File: src/rtl/ddr_frame_rx_pkg.sv
package ddr_frame_rx_pkg;

   // Position of the next expected word inside a lane's frame
   typedef enum logic [1:0] {
      SLOT_HDR,
      SLOT_TRG,
      SLOT_CNT,
      SLOT_PAY
   } slot_e;

   typedef enum logic {
      ST_HUNT,
      ST_RUN
   } rx_state_e;

endpackage

File: src/rtl/ddr_lane_capture.sv
// Samples every lane on both clock edges; the pair is presented at the
// next rising edge with the rising-edge bit as the earlier one.
module ddr_lane_capture #(
   parameter int LANES = 2
) (
   input  logic             clk,
   input  logic             rst_n,
   input  logic [LANES-1:0] lane_din,
   input  logic             marker,
   output logic [LANES-1:0] bit_first,
   output logic [LANES-1:0] bit_second,
   output logic             mk_rise
);

   logic mk_q;
   logic mk_d;

   for (genvar l = 0; l < LANES; l++) begin : g_lane
      always_ff @(posedge clk or negedge rst_n) begin
         if (!rst_n) bit_first[l] <= 1'b0;
         else        bit_first[l] <= lane_din[l];
      end

      always_ff @(negedge clk or negedge rst_n) begin
         if (!rst_n) bit_second[l] <= 1'b0;
         else        bit_second[l] <= lane_din[l];
      end
   end

   always_ff @(posedge clk or negedge rst_n) begin
      if (!rst_n) begin
         mk_q <= 1'b0;
         mk_d <= 1'b0;
      end else begin
         mk_q <= marker;
         mk_d <= mk_q;
      end
   end

   assign mk_rise = mk_q & ~mk_d;

endmodule

File: src/rtl/ddr_word_assembler.sv
// Shifts two bits per cycle into a word register, least significant bit
// first. The shift runs every cycle so the window doubles as the pattern
// search input; only the word counter is gated.
module ddr_word_assembler #(
   parameter int WORD_W = 30
) (
   input  logic              clk,
   input  logic              rst_n,
   input  logic              restart,
   input  logic              en,
   input  logic              b_first,
   input  logic              b_second,
   output logic [WORD_W-1:0] window,
   output logic [WORD_W-1:0] word,
   output logic              word_vld
);

   localparam int HALF = WORD_W / 2;
   localparam int CW   = $clog2(HALF);
   localparam logic [CW-1:0] CNT_END = CW'(HALF - 1);

   logic [WORD_W-1:0] sh;
   logic [CW-1:0]     cnt;

   assign window = {b_second, b_first, sh[WORD_W-1:2]};

   always_ff @(posedge clk or negedge rst_n) begin
      if (!rst_n) begin
         sh       <= '0;
         cnt      <= '0;
         word     <= '0;
         word_vld <= 1'b0;
      end else begin
         sh       <= window;
         word_vld <= 1'b0;
         if (restart) begin
            cnt <= en ? CW'(1) : '0;
         end else if (en) begin
            if (cnt == CNT_END) begin
               cnt      <= '0;
               word     <= window;
               word_vld <= 1'b1;
            end else begin
               cnt <= cnt + 1'b1;
            end
         end
      end
   end

endmodule

File: src/rtl/ddr_frame_parser.sv
// Frame state machine, service-word checks, payload hold-back and output.
module ddr_frame_parser
   import ddr_frame_rx_pkg::*;
#(
   parameter int                WORD_W    = 30,
   parameter int                LANES     = 2,
   parameter int                CNT_W     = 14,
   parameter int                MAX_WORDS = 416,
   parameter logic [WORD_W-1:0] HEADER    = '0,
   parameter logic [WORD_W-1:0] TRAILER   = '1,
   localparam int               LEN_W     = WORD_W - CNT_W
) (
   input  logic                          clk,
   input  logic                          rst_n,
   input  logic                          use_marker,
   input  logic                          mk_rise,
   input  logic [LANES-1:0][WORD_W-1:0]  win,
   input  logic [LANES-1:0][WORD_W-1:0]  words,
   input  logic                          word_vld,
   output logic                          asm_restart,
   output logic                          asm_en,
   output logic                          o_valid,
   output logic [WORD_W-1:0]             o_data,
   output logic                          o_last,
   output logic [CNT_W-1:0]              o_frame_cnt,
   output logic [LEN_W-1:0]              o_data_len,
   output logic                          o_err_header,
   output logic                          o_err_trailer,
   output logic                          o_err_length
);

   localparam logic [1:0]       LANE_CNT = 2'(LANES);
   localparam logic [LEN_W-1:0] MAX_N    = LEN_W'(MAX_WORDS);

   rx_state_e state;
   slot_e     slot;

   logic [LEN_W-1:0]             got;
   logic [LEN_W-1:0]             decl_n;
   logic [LANES-1:0][WORD_W-1:0] pend;
   logic [LANES-1:0][WORD_W-1:0] obuf;
   logic                         pend_full;
   logic [1:0]                   ocnt;
   logic                         osel;
   logic                         olast;
   logic [WORD_W-1:0]            out_word;

   logic hdr_win0, hdr_win_all, hdr_word_all, trl_word0, trl_word_all;

   always_comb begin
      hdr_win_all  = 1'b1;
      hdr_word_all = 1'b1;
      trl_word_all = 1'b1;
      for (int l = 0; l < LANES; l++) begin
         if (win[l]   != HEADER)  hdr_win_all  = 1'b0;
         if (words[l] != HEADER)  hdr_word_all = 1'b0;
         if (words[l] != TRAILER) trl_word_all = 1'b0;
      end
      hdr_win0  = (win[0] == HEADER);
      trl_word0 = (words[0] == TRAILER);
   end

   // Word counter control for the lane assemblers
   always_comb begin
      asm_restart = 1'b0;
      asm_en      = 1'b0;
      if (state == ST_RUN) begin
         asm_en = 1'b1;
      end else if (use_marker) begin
         asm_restart = mk_rise;
         asm_en      = mk_rise;
      end else begin
         asm_restart = hdr_win0;
      end
   end

   if (LANES == 2) begin : g_two
      assign out_word = osel ? obuf[1] : obuf[0];
   end else begin : g_one
      assign out_word = obuf[0];
   end

   always_ff @(posedge clk or negedge rst_n) begin
      if (!rst_n) begin
         state         <= ST_HUNT;
         slot          <= SLOT_HDR;
         got           <= '0;
         decl_n        <= '0;
         pend          <= '0;
         obuf          <= '0;
         pend_full     <= 1'b0;
         ocnt          <= '0;
         osel          <= 1'b0;
         olast         <= 1'b0;
         o_valid       <= 1'b0;
         o_data        <= '0;
         o_last        <= 1'b0;
         o_frame_cnt   <= '0;
         o_data_len    <= '0;
         o_err_header  <= 1'b0;
         o_err_trailer <= 1'b0;
         o_err_length  <= 1'b0;
      end else begin
         // Output stage: drains up to one word group, one word per cycle
         if (ocnt != 2'd0) begin
            o_valid <= 1'b1;
            o_data  <= out_word;
            o_last  <= olast && (ocnt == 2'd1);
            ocnt    <= ocnt - 2'd1;
            osel    <= 1'b1;
         end else begin
            o_valid <= 1'b0;
            o_last  <= 1'b0;
         end

         unique case (state)
            ST_HUNT: begin
               if (use_marker) begin
                  if (mk_rise) begin
                     state <= ST_RUN;
                     slot  <= SLOT_HDR;
                  end
               end else if (hdr_win0) begin
                  if (hdr_win_all) begin
                     state <= ST_RUN;
                     slot  <= SLOT_TRG;
                  end else begin
                     o_err_header <= 1'b1;
                  end
               end
            end

            ST_RUN: begin
               if (word_vld) begin
                  unique case (slot)
                     SLOT_HDR: begin
                        if (hdr_word_all) begin
                           slot <= SLOT_TRG;
                        end else begin
                           o_err_header <= 1'b1;
                           state        <= ST_HUNT;
                        end
                     end

                     SLOT_TRG: slot <= SLOT_CNT;

                     SLOT_CNT: begin
                        o_frame_cnt <= words[0][WORD_W-1:LEN_W];
                        o_data_len  <= words[0][LEN_W-1:0];
                        decl_n      <= words[0][LEN_W-1:0];
                        got         <= '0;
                        pend_full   <= 1'b0;
                        if (words[0][LEN_W-1:0] > MAX_N) begin
                           o_err_length <= 1'b1;
                           state        <= ST_HUNT;
                        end else begin
                           slot <= SLOT_PAY;
                        end
                     end

                     SLOT_PAY: begin
                        if (trl_word0) begin
                           if (!trl_word_all) begin
                              o_err_trailer <= 1'b1;
                           end else begin
                              if (got != decl_n) o_err_length <= 1'b1;
                              obuf  <= pend;
                              ocnt  <= pend_full ? LANE_CNT : 2'd0;
                              olast <= 1'b1;
                              osel  <= 1'b0;
                           end
                           pend_full <= 1'b0;
                           state     <= ST_HUNT;
                        end else if (got == decl_n) begin
                           o_err_trailer <= 1'b1;
                           pend_full     <= 1'b0;
                           state         <= ST_HUNT;
                        end else begin
                           obuf      <= pend;
                           ocnt      <= pend_full ? LANE_CNT : 2'd0;
                           olast     <= 1'b0;
                           osel      <= 1'b0;
                           pend      <= words;
                           pend_full <= 1'b1;
                           got       <= got + 1'b1;
                        end
                     end
                  endcase
               end
            end
         endcase
      end
   end

endmodule

File: src/rtl/ddr_frame_rx.sv
module ddr_frame_rx
   import ddr_frame_rx_pkg::*;
#(
   parameter int                WORD_W    = 30,
   parameter int                LANES     = 2,
   parameter int                CNT_W     = 14,
   parameter int                MAX_WORDS = 416,
   parameter logic [WORD_W-1:0] HEADER    = 30'h2C3A5F17,
   parameter logic [WORD_W-1:0] TRAILER   = 30'h3D1E88C4,
   localparam int               LEN_W     = WORD_W - CNT_W
) (
   input  logic              clk_lane,
   input  logic              rst_n,
   input  logic [LANES-1:0]  lane_din,
   input  logic              marker,
   input  logic              use_marker,
   output logic              o_valid,
   output logic [WORD_W-1:0] o_data,
   output logic              o_last,
   output logic [CNT_W-1:0]  o_frame_cnt,
   output logic [LEN_W-1:0]  o_data_len,
   output logic              o_err_header,
   output logic              o_err_trailer,
   output logic              o_err_length
);

   if (LANES < 1 || LANES > 2) begin : g_bad_lanes
      $error("ddr_frame_rx: LANES must be 1 or 2");
   end
   if (WORD_W < 4 || (WORD_W % 2) != 0) begin : g_bad_word
      $error("ddr_frame_rx: WORD_W must be even and at least 4");
   end
   if (CNT_W < 1 || CNT_W >= WORD_W - 1) begin : g_bad_cnt
      $error("ddr_frame_rx: CNT_W leaves no room for the length field");
   end
   if (MAX_WORDS < 1 || MAX_WORDS >= (2 ** LEN_W)) begin : g_bad_max
      $error("ddr_frame_rx: MAX_WORDS does not fit the length field");
   end

   logic [LANES-1:0]             bit_first;
   logic [LANES-1:0]             bit_second;
   logic                         mk_rise;
   logic                         asm_restart;
   logic                         asm_en;
   logic [LANES-1:0][WORD_W-1:0] win;
   logic [LANES-1:0][WORD_W-1:0] words;
   logic [LANES-1:0]             vld;

   ddr_lane_capture #(.LANES(LANES)) u_capture (
      .clk        (clk_lane),
      .rst_n      (rst_n),
      .lane_din   (lane_din),
      .marker     (marker),
      .bit_first  (bit_first),
      .bit_second (bit_second),
      .mk_rise    (mk_rise)
   );

   for (genvar l = 0; l < LANES; l++) begin : g_asm
      ddr_word_assembler #(.WORD_W(WORD_W)) u_asm (
         .clk      (clk_lane),
         .rst_n    (rst_n),
         .restart  (asm_restart),
         .en       (asm_en),
         .b_first  (bit_first[l]),
         .b_second (bit_second[l]),
         .window   (win[l]),
         .word     (words[l]),
         .word_vld (vld[l])
      );
   end

   ddr_frame_parser #(
      .WORD_W    (WORD_W),
      .LANES     (LANES),
      .CNT_W     (CNT_W),
      .MAX_WORDS (MAX_WORDS),
      .HEADER    (HEADER),
      .TRAILER   (TRAILER)
   ) u_parser (
      .clk           (clk_lane),
      .rst_n         (rst_n),
      .use_marker    (use_marker),
      .mk_rise       (mk_rise),
      .win           (win),
      .words         (words),
      .word_vld      (&vld),
      .asm_restart   (asm_restart),
      .asm_en        (asm_en),
      .o_valid       (o_valid),
      .o_data        (o_data),
      .o_last        (o_last),
      .o_frame_cnt   (o_frame_cnt),
      .o_data_len    (o_data_len),
      .o_err_header  (o_err_header),
      .o_err_trailer (o_err_trailer),
      .o_err_length  (o_err_length)
   );

endmodule


File: config.mk
export PLATFORM = sky130hd
export DESIGN_NAME = ddr_frame_rx
export DESIGN_NICKNAME = d
export VERILOG_FILES = /design/src/rtl/ddr_frame_rx_pkg.sv /design/src/rtl/ddr_lane_capture.sv /design/src/rtl/ddr_word_assembler.sv /design/src/rtl/ddr_frame_parser.sv /design/src/rtl/ddr_frame_rx.sv
export SDC_FILE = /design/constraint.sdc
export NUM_CORES = 1
export LEC_CHECK = 0
export CAP_MARGIN = 20
export CORE_MARGIN = 2
export CORE_UTILIZATION = 49
export CTS_CLUSTER_DIAMETER = 150
export DETAILED_ROUTE_END_ITERATION = 7
export GPL_TIMING_DRIVEN = 0
export PLACE_DENSITY = 0.67
export SLEW_MARGIN = 20
export SYNTH_ARGS = -nofsm -noshare
export SYNTH_HDL_FRONTEND = slang
export SYNTH_HIERARCHICAL = 1
export SYNTH_SLANG_ARGS = --single-unit
File: constraint.sdc
create_clock -name clk_lane -period 4.2 [get_ports clk_lane]
set_input_delay 0.63 -clock clk_lane [delete_from_list [all_inputs] [get_ports clk_lane]]
set_output_delay 0.63 -clock clk_lane [all_outputs]
set_load 0.05 [all_outputs]
# After elaboration in Yosys (flattened, before gate mapping)
# Cells that the tools add are included.
dict set report op_classes {
  n_mux 86
  n_eq_ne 37
  magnitude_cmp 1
  n_reduce_logical 18
  n_bitwise 6
  n_addsub 4
}
# cell count
set ops {}
lappend ops {{2-to-1 mux 60 bit} 3}
lappend ops {{inequality test 30 bit (second input constant)} 6}
lappend ops {{== test 30 bit (second input constant)} 2}
lappend ops {{2-to-1 mux 1 bit} 51}
lappend ops {{2-to-1 mux 16 bit} 2}
lappend ops {{case mux 16 bit (2 select lines)} 1}
lappend ops {{2-to-1 mux 2 bit} 15}
lappend ops {{2-to-1 mux 30 bit} 1}
lappend ops {{AND reduction 6 bit} 5}
lappend ops {{2-to-1 mux 4 bit} 6}
lappend ops {{adder 16 x 1 -> 16 bit (second input constant)} 1}
lappend ops {{== test 16 bit} 1}
lappend ops {{> comparator 16 x 9 -> 1 bit (second input constant)} 1}
lappend ops {{inequality test 16 bit} 1}
lappend ops {{inequality test 2 bit (second input constant)} 8}
lappend ops {{inequality test 2 x 1 -> 1 bit (second input constant)} 7}
lappend ops {{inequality test 3 x 2 -> 1 bit (second input constant)} 3}
lappend ops {{adder 4 x 1 -> 4 bit (second input constant)} 2}
lappend ops {{== test 4 bit (second input constant)} 2}
lappend ops {{case mux 1 bit (2 select lines)} 4}
lappend ops {{AND reduction 4 bit} 2}
lappend ops {{AND reduction 8 bit} 1}
lappend ops {{nonzero test 2 bit} 4}
lappend ops {{AND reduction 7 bit} 1}
lappend ops {{other kinds (14)} 22}
dict set report word_totals {
  register_bits 345
}

# Logic depth before layout (Yosys ltp)
dict set report depth {
  ltp_word 8
  depth_mapped 8
}

# Hierarchy
# The synthesis kept the hierarchy.
# mod area_per_inst_um2 seq_area_each_um2 cells_per_inst instances
set modules_own_cells {}
lappend modules_own_cells {ddr_frame_parser 9163.8 5230.0 698 1}
lappend modules_own_cells {ddr_word_assembler 2100.8 1576.5 119 2}
lappend modules_own_cells {ddr_lane_capture 163.9 150.1 7 1}
lappend modules_own_cells {ddr_frame_rx 6.3 0.0 1 1}

==> impl_metrics.py <==
metrics = {
    "clocking": {
        "clock-root-buffer": "clkbuf_16",
        "cts_hold_buf": 0,
        "clk_latency_ns": 0.52,
        "cts_tree": "built",
        "clkTransAtPathRegs_ns": 0.06,
        "cts_buffers": 36,
        "cts.path.max_buffers": 3,
        "cts-htree-levels": 2,
        "cts.sinks": 341,
    },
    "final_layout": {
        "fin_area_um2": 16100,
        "area_growth_pct": 19.1,
        "final-seq-area_um2": 8530,
        "antennaDiodeCount": 0,
        "drive_gt1_share_pct": 29.2,
        "fill_cells": 2161,
        "multiInputGateArea_um2": 4740,
        "post-route-util_pct": 59.7,
        "instances_no_fill": 1434,
        "nets": 1083,
    },
    "global_routing": {
        "grt-ovfl-total": 0,
        "grt_max_degree": 102,
        "grt_pass1_vias": 8174,
        "grt.total_usage_pct": 20.8,
        "antenna_found_initial": 0,
        "grt_pass1_wl_um": 46400,
    },
    "setup_path": {
        "r2r-end": "g_asm[1].u_asm/word[3]",
        "crit_chain": "nor4b_4, nand4_1, or3_4, a21oi_4, nor3_4, buf_6, mux2_4",
        "endpoint_kind": "flop",
        "rr_startpoint": "u_capture/bit_second[0]",
        "rr_worst_depth": 7,
        "start_kind": "flop",
        "critPathSlowestCell": "dfrtn_1",
        "max_stage_delay_ns": 0.43,
        "required_ns": 4.58,
        "cp-startpoint": "u_capture/bit_second[0]",
        "endpoint": "g_asm[1].u_asm/word[3]",
        "critical_path_class": "reg -> reg",
        "cp_max_fo": 6,
        "rrSetupSlack_ns": -0.07,
        "worstPathArrival_ns": 4.65,
    },
    "synthesis": {
        "async_flop_share_pct": 100,
        "synth_mux_area_share_pct": 20.5,
        "synth_simple_gate_area_share_pct": 8.47,
        "synth_top_area_share_pct": 62.7,
        "netlist_area_um2": 13500,
        "synthCells": 944,
        "synth_seq_cells": 341,
        "avgSynthCellArea_um2": 14.3,
        "ys.flop_type": "dfrtp_1",
        "synthXorXnorAreaFrac_pct": 1.04,
        "seq_area_frac_synth_pct": 63.0,
        "synth_edf_count": 0,
        "synth_warnings": 6,
        "syn_nets": 960,
        "synth_compound_area_share_pct": 3.76,
        "synth.area.top_cells": "dfrtp_1 (63%), mux2_2 (17%), mux2i_1 (2.9%)",
        "synth_top_family_by_area": "multiplexers",
        "yosysTopAreaCell": "dfrtp_1",
        "ys_types": 55,
        "synthAdderAreaFrac_pct": 0.924,
    },
    "pwr": {
        "p_total_mw": 8.63,
        "ir_drop_mv": 0.301,
        "power.leakage_nw": 7.44,
        "power.density_nw_per_um2": 535,
    },
    "place": {
        "port_buffers": 70,
        "place_hpwl_um": 19500,
        "gp_congestion": 0.824,
        "dp.cells": 1358,
        "dpl_cell_area_um2": 14800,
    },
    "status": {
        "violations": "negative setup slack",
        "status": "finished, violations left",
    },
    "job": {
        "cap_violations": 0,
    },
    "floorplan": {
        "dieWidth_um": 170,
        "initial_core_util_pct": 50.1,
        "rows": 60,
        "coreArea_um2": 27000,
        "io-pin-count": 71,
        "die_area_um2": 29000,
        "die_h_um": 170,
    },
    "sta": {
        "relSlewSlack_pct": 39.9,
        "fin_skew_ns": 0.0183,
        "hold_violations": 0,
        "finalSetupViolCount": 60,
        "maxSlewViolCount": 0,
        "worst_slack_ns": -0.0684,
        "worstMarginPinSlew_ns": 0.902,
        "rsz0062_at_grt": "true",
    },
    "route": {
        "drt_iter0_drc": 584,
        "dr.pass1.iters": 4,
        "drc": 0,
        "avgViaCountPerCell": 5.56,
        "routed_wl_um": 28900,
        "drtAntennaViolNets": 0,
        "wl_per_cell_um": 20.1,
        "vias": 7975,
    },
    "hold_path": {
        "hp-class": "in -> async",
    },
}
-- cell type report --
type                       instances  share of cell area [%]
buffer                            40                    1.63
clock buffer                      54                    6.82
clock inverter                    10                   0.822
inverter                           9                   0.209
multi-input combinational        553                    29.4
sequential                       341                    52.9
tap                              341                    2.65
timing repair buffer              86                    5.59
-- how the worst min path moves through the flow --
stage	slack, ns	to	from	cells past startpoint
floorplan	0.33	g_asm[0].u_asm/cnt[0]	rst_n	0
global placement	0.36	u_capture/mk_d	u_capture/mk_q	0
detailed placement	0.37	u_capture/mk_d	u_capture/mk_q	0
CTS	0.1	u_parser/got[7]	rst_n	1
global route	0.11	u_parser/got[7]	rst_n	1
finish	0.07	u_parser/got[7]	rst_n	1
-- worst max-delay path, delay by kind of cell (launching register included) --
kind                   cells  cell delay, ns
AO/OA/AOI/OAI              1            0.24
AND/OR/NAND/NOR            4            0.90
flip-flops                 1            0.43
multiplexers               1            0.29
buffers and inverters      1            0.16
-- cell usage after synthesis (all sizes together), types with 13 or more instances --
master	n
nor3	18
o21ai	13
dfrtp	339
nor2	52
a21oi	47
xnor2	16
nand2	26
nor4bb	15
buf	25
mux2	212
nand4	16
clkbuf	16
mux2i	39
-- cell usage in the layout, fill, tap and decap left out, types with 4 or more instances in the layout --
master / n
dfrtp_1: 339
mux2i_1: 39
nor4_1: 5
nor2_1: 52
nand2b_1: 4
nor2b_1: 4
o21ai_0: 13
nand2_1: 23
ha_1: 10
a31oi_1: 10
clkdlybuf4s50_1: 69
and4_1: 7
clkbuf_16: 37
nand4_1: 16
mux2_2: 202
a21oi_1: 45
mux2_1: 8
nor4bb_1: 15
clkbuf_8: 11
and4b_1: 9
buf_4: 13
buf_2: 6
inv_1: 9
or3_1: 5
clkinv_2: 5
clkbuf_1: 22
nor3_1: 16
buf_6: 16
xnor2_1: 16
nand3_1: 8
-- routing by layer --
metal	up-vias	share of wire [%]	track usage (%)
met3	39	4.2	3.28
met2	164	46	31.9
met4	0	1.7	5.13
met5	-	0	0
met1	4116	48	31.2
li1	3656	-	-
-- sequential cells by signal (all words and copies together), names as in the netlist, 2 cells and up --
signal	count
g_asm.u_asm/word	60
u_capture/bit_second	2
u_parser/decl_n	16
u_capture/bit_first	2
u_parser/slot	2
u_parser/obuf	60
g_asm.u_asm/cnt	8
u_parser/ocnt	2
u_parser/got	16
u_parser/pend	60
g_asm.u_asm/sh	56
g_asm.u_asm/word_vld	2
u_parser/o_frame_cnt	14
u_parser/o_data	30
-- cells by family after synthesis --
group / count (synthesis)
AND/OR/NAND/NOR: 189
XOR/XNOR: 16
flip-flops: 341
multiplexers: 251
AO/OA/AOI/OAI: 87
buffers and inverters: 50
adder cells (fa/ha/maj): 10
-- power by group --
part / internal (mW) / switching [mW] / leakage [nW] / total, mW
combinational: 0.592 / 0.586 / 2.35 / 1.18
sequential: 3.68 / 0.533 / 4.48 / 4.21
clock: 2.00 / 1.25 / 0.613 / 3.25
-- per-stage QoR --
step / worst slack (ns) / TNS [ns] / hold slack (ns)
floorplan: -0.0555 / -0.887 / 0.334
global placement: -13.92 / -4179.38 / 0.361
detailed placement: -0.401 / -21.08 / 0.373
CTS: -0.131 / -5.74 / 0.0956
global route: -0.168 / -8.63 / 0.112
finish: -0.0684 / -1.89 / 0.0722
-- timing repair --
item / in CTS / in global routing
hold endpoints to repair: 0 / 0
buffers inserted: 7 / 1
endpoints found under the setup margin: 65 / 64
pin swaps: 5 / 4
gates cloned: 5 / 0
gates resized for setup: 10 / 1
Power figures use the tool's default switching activity.
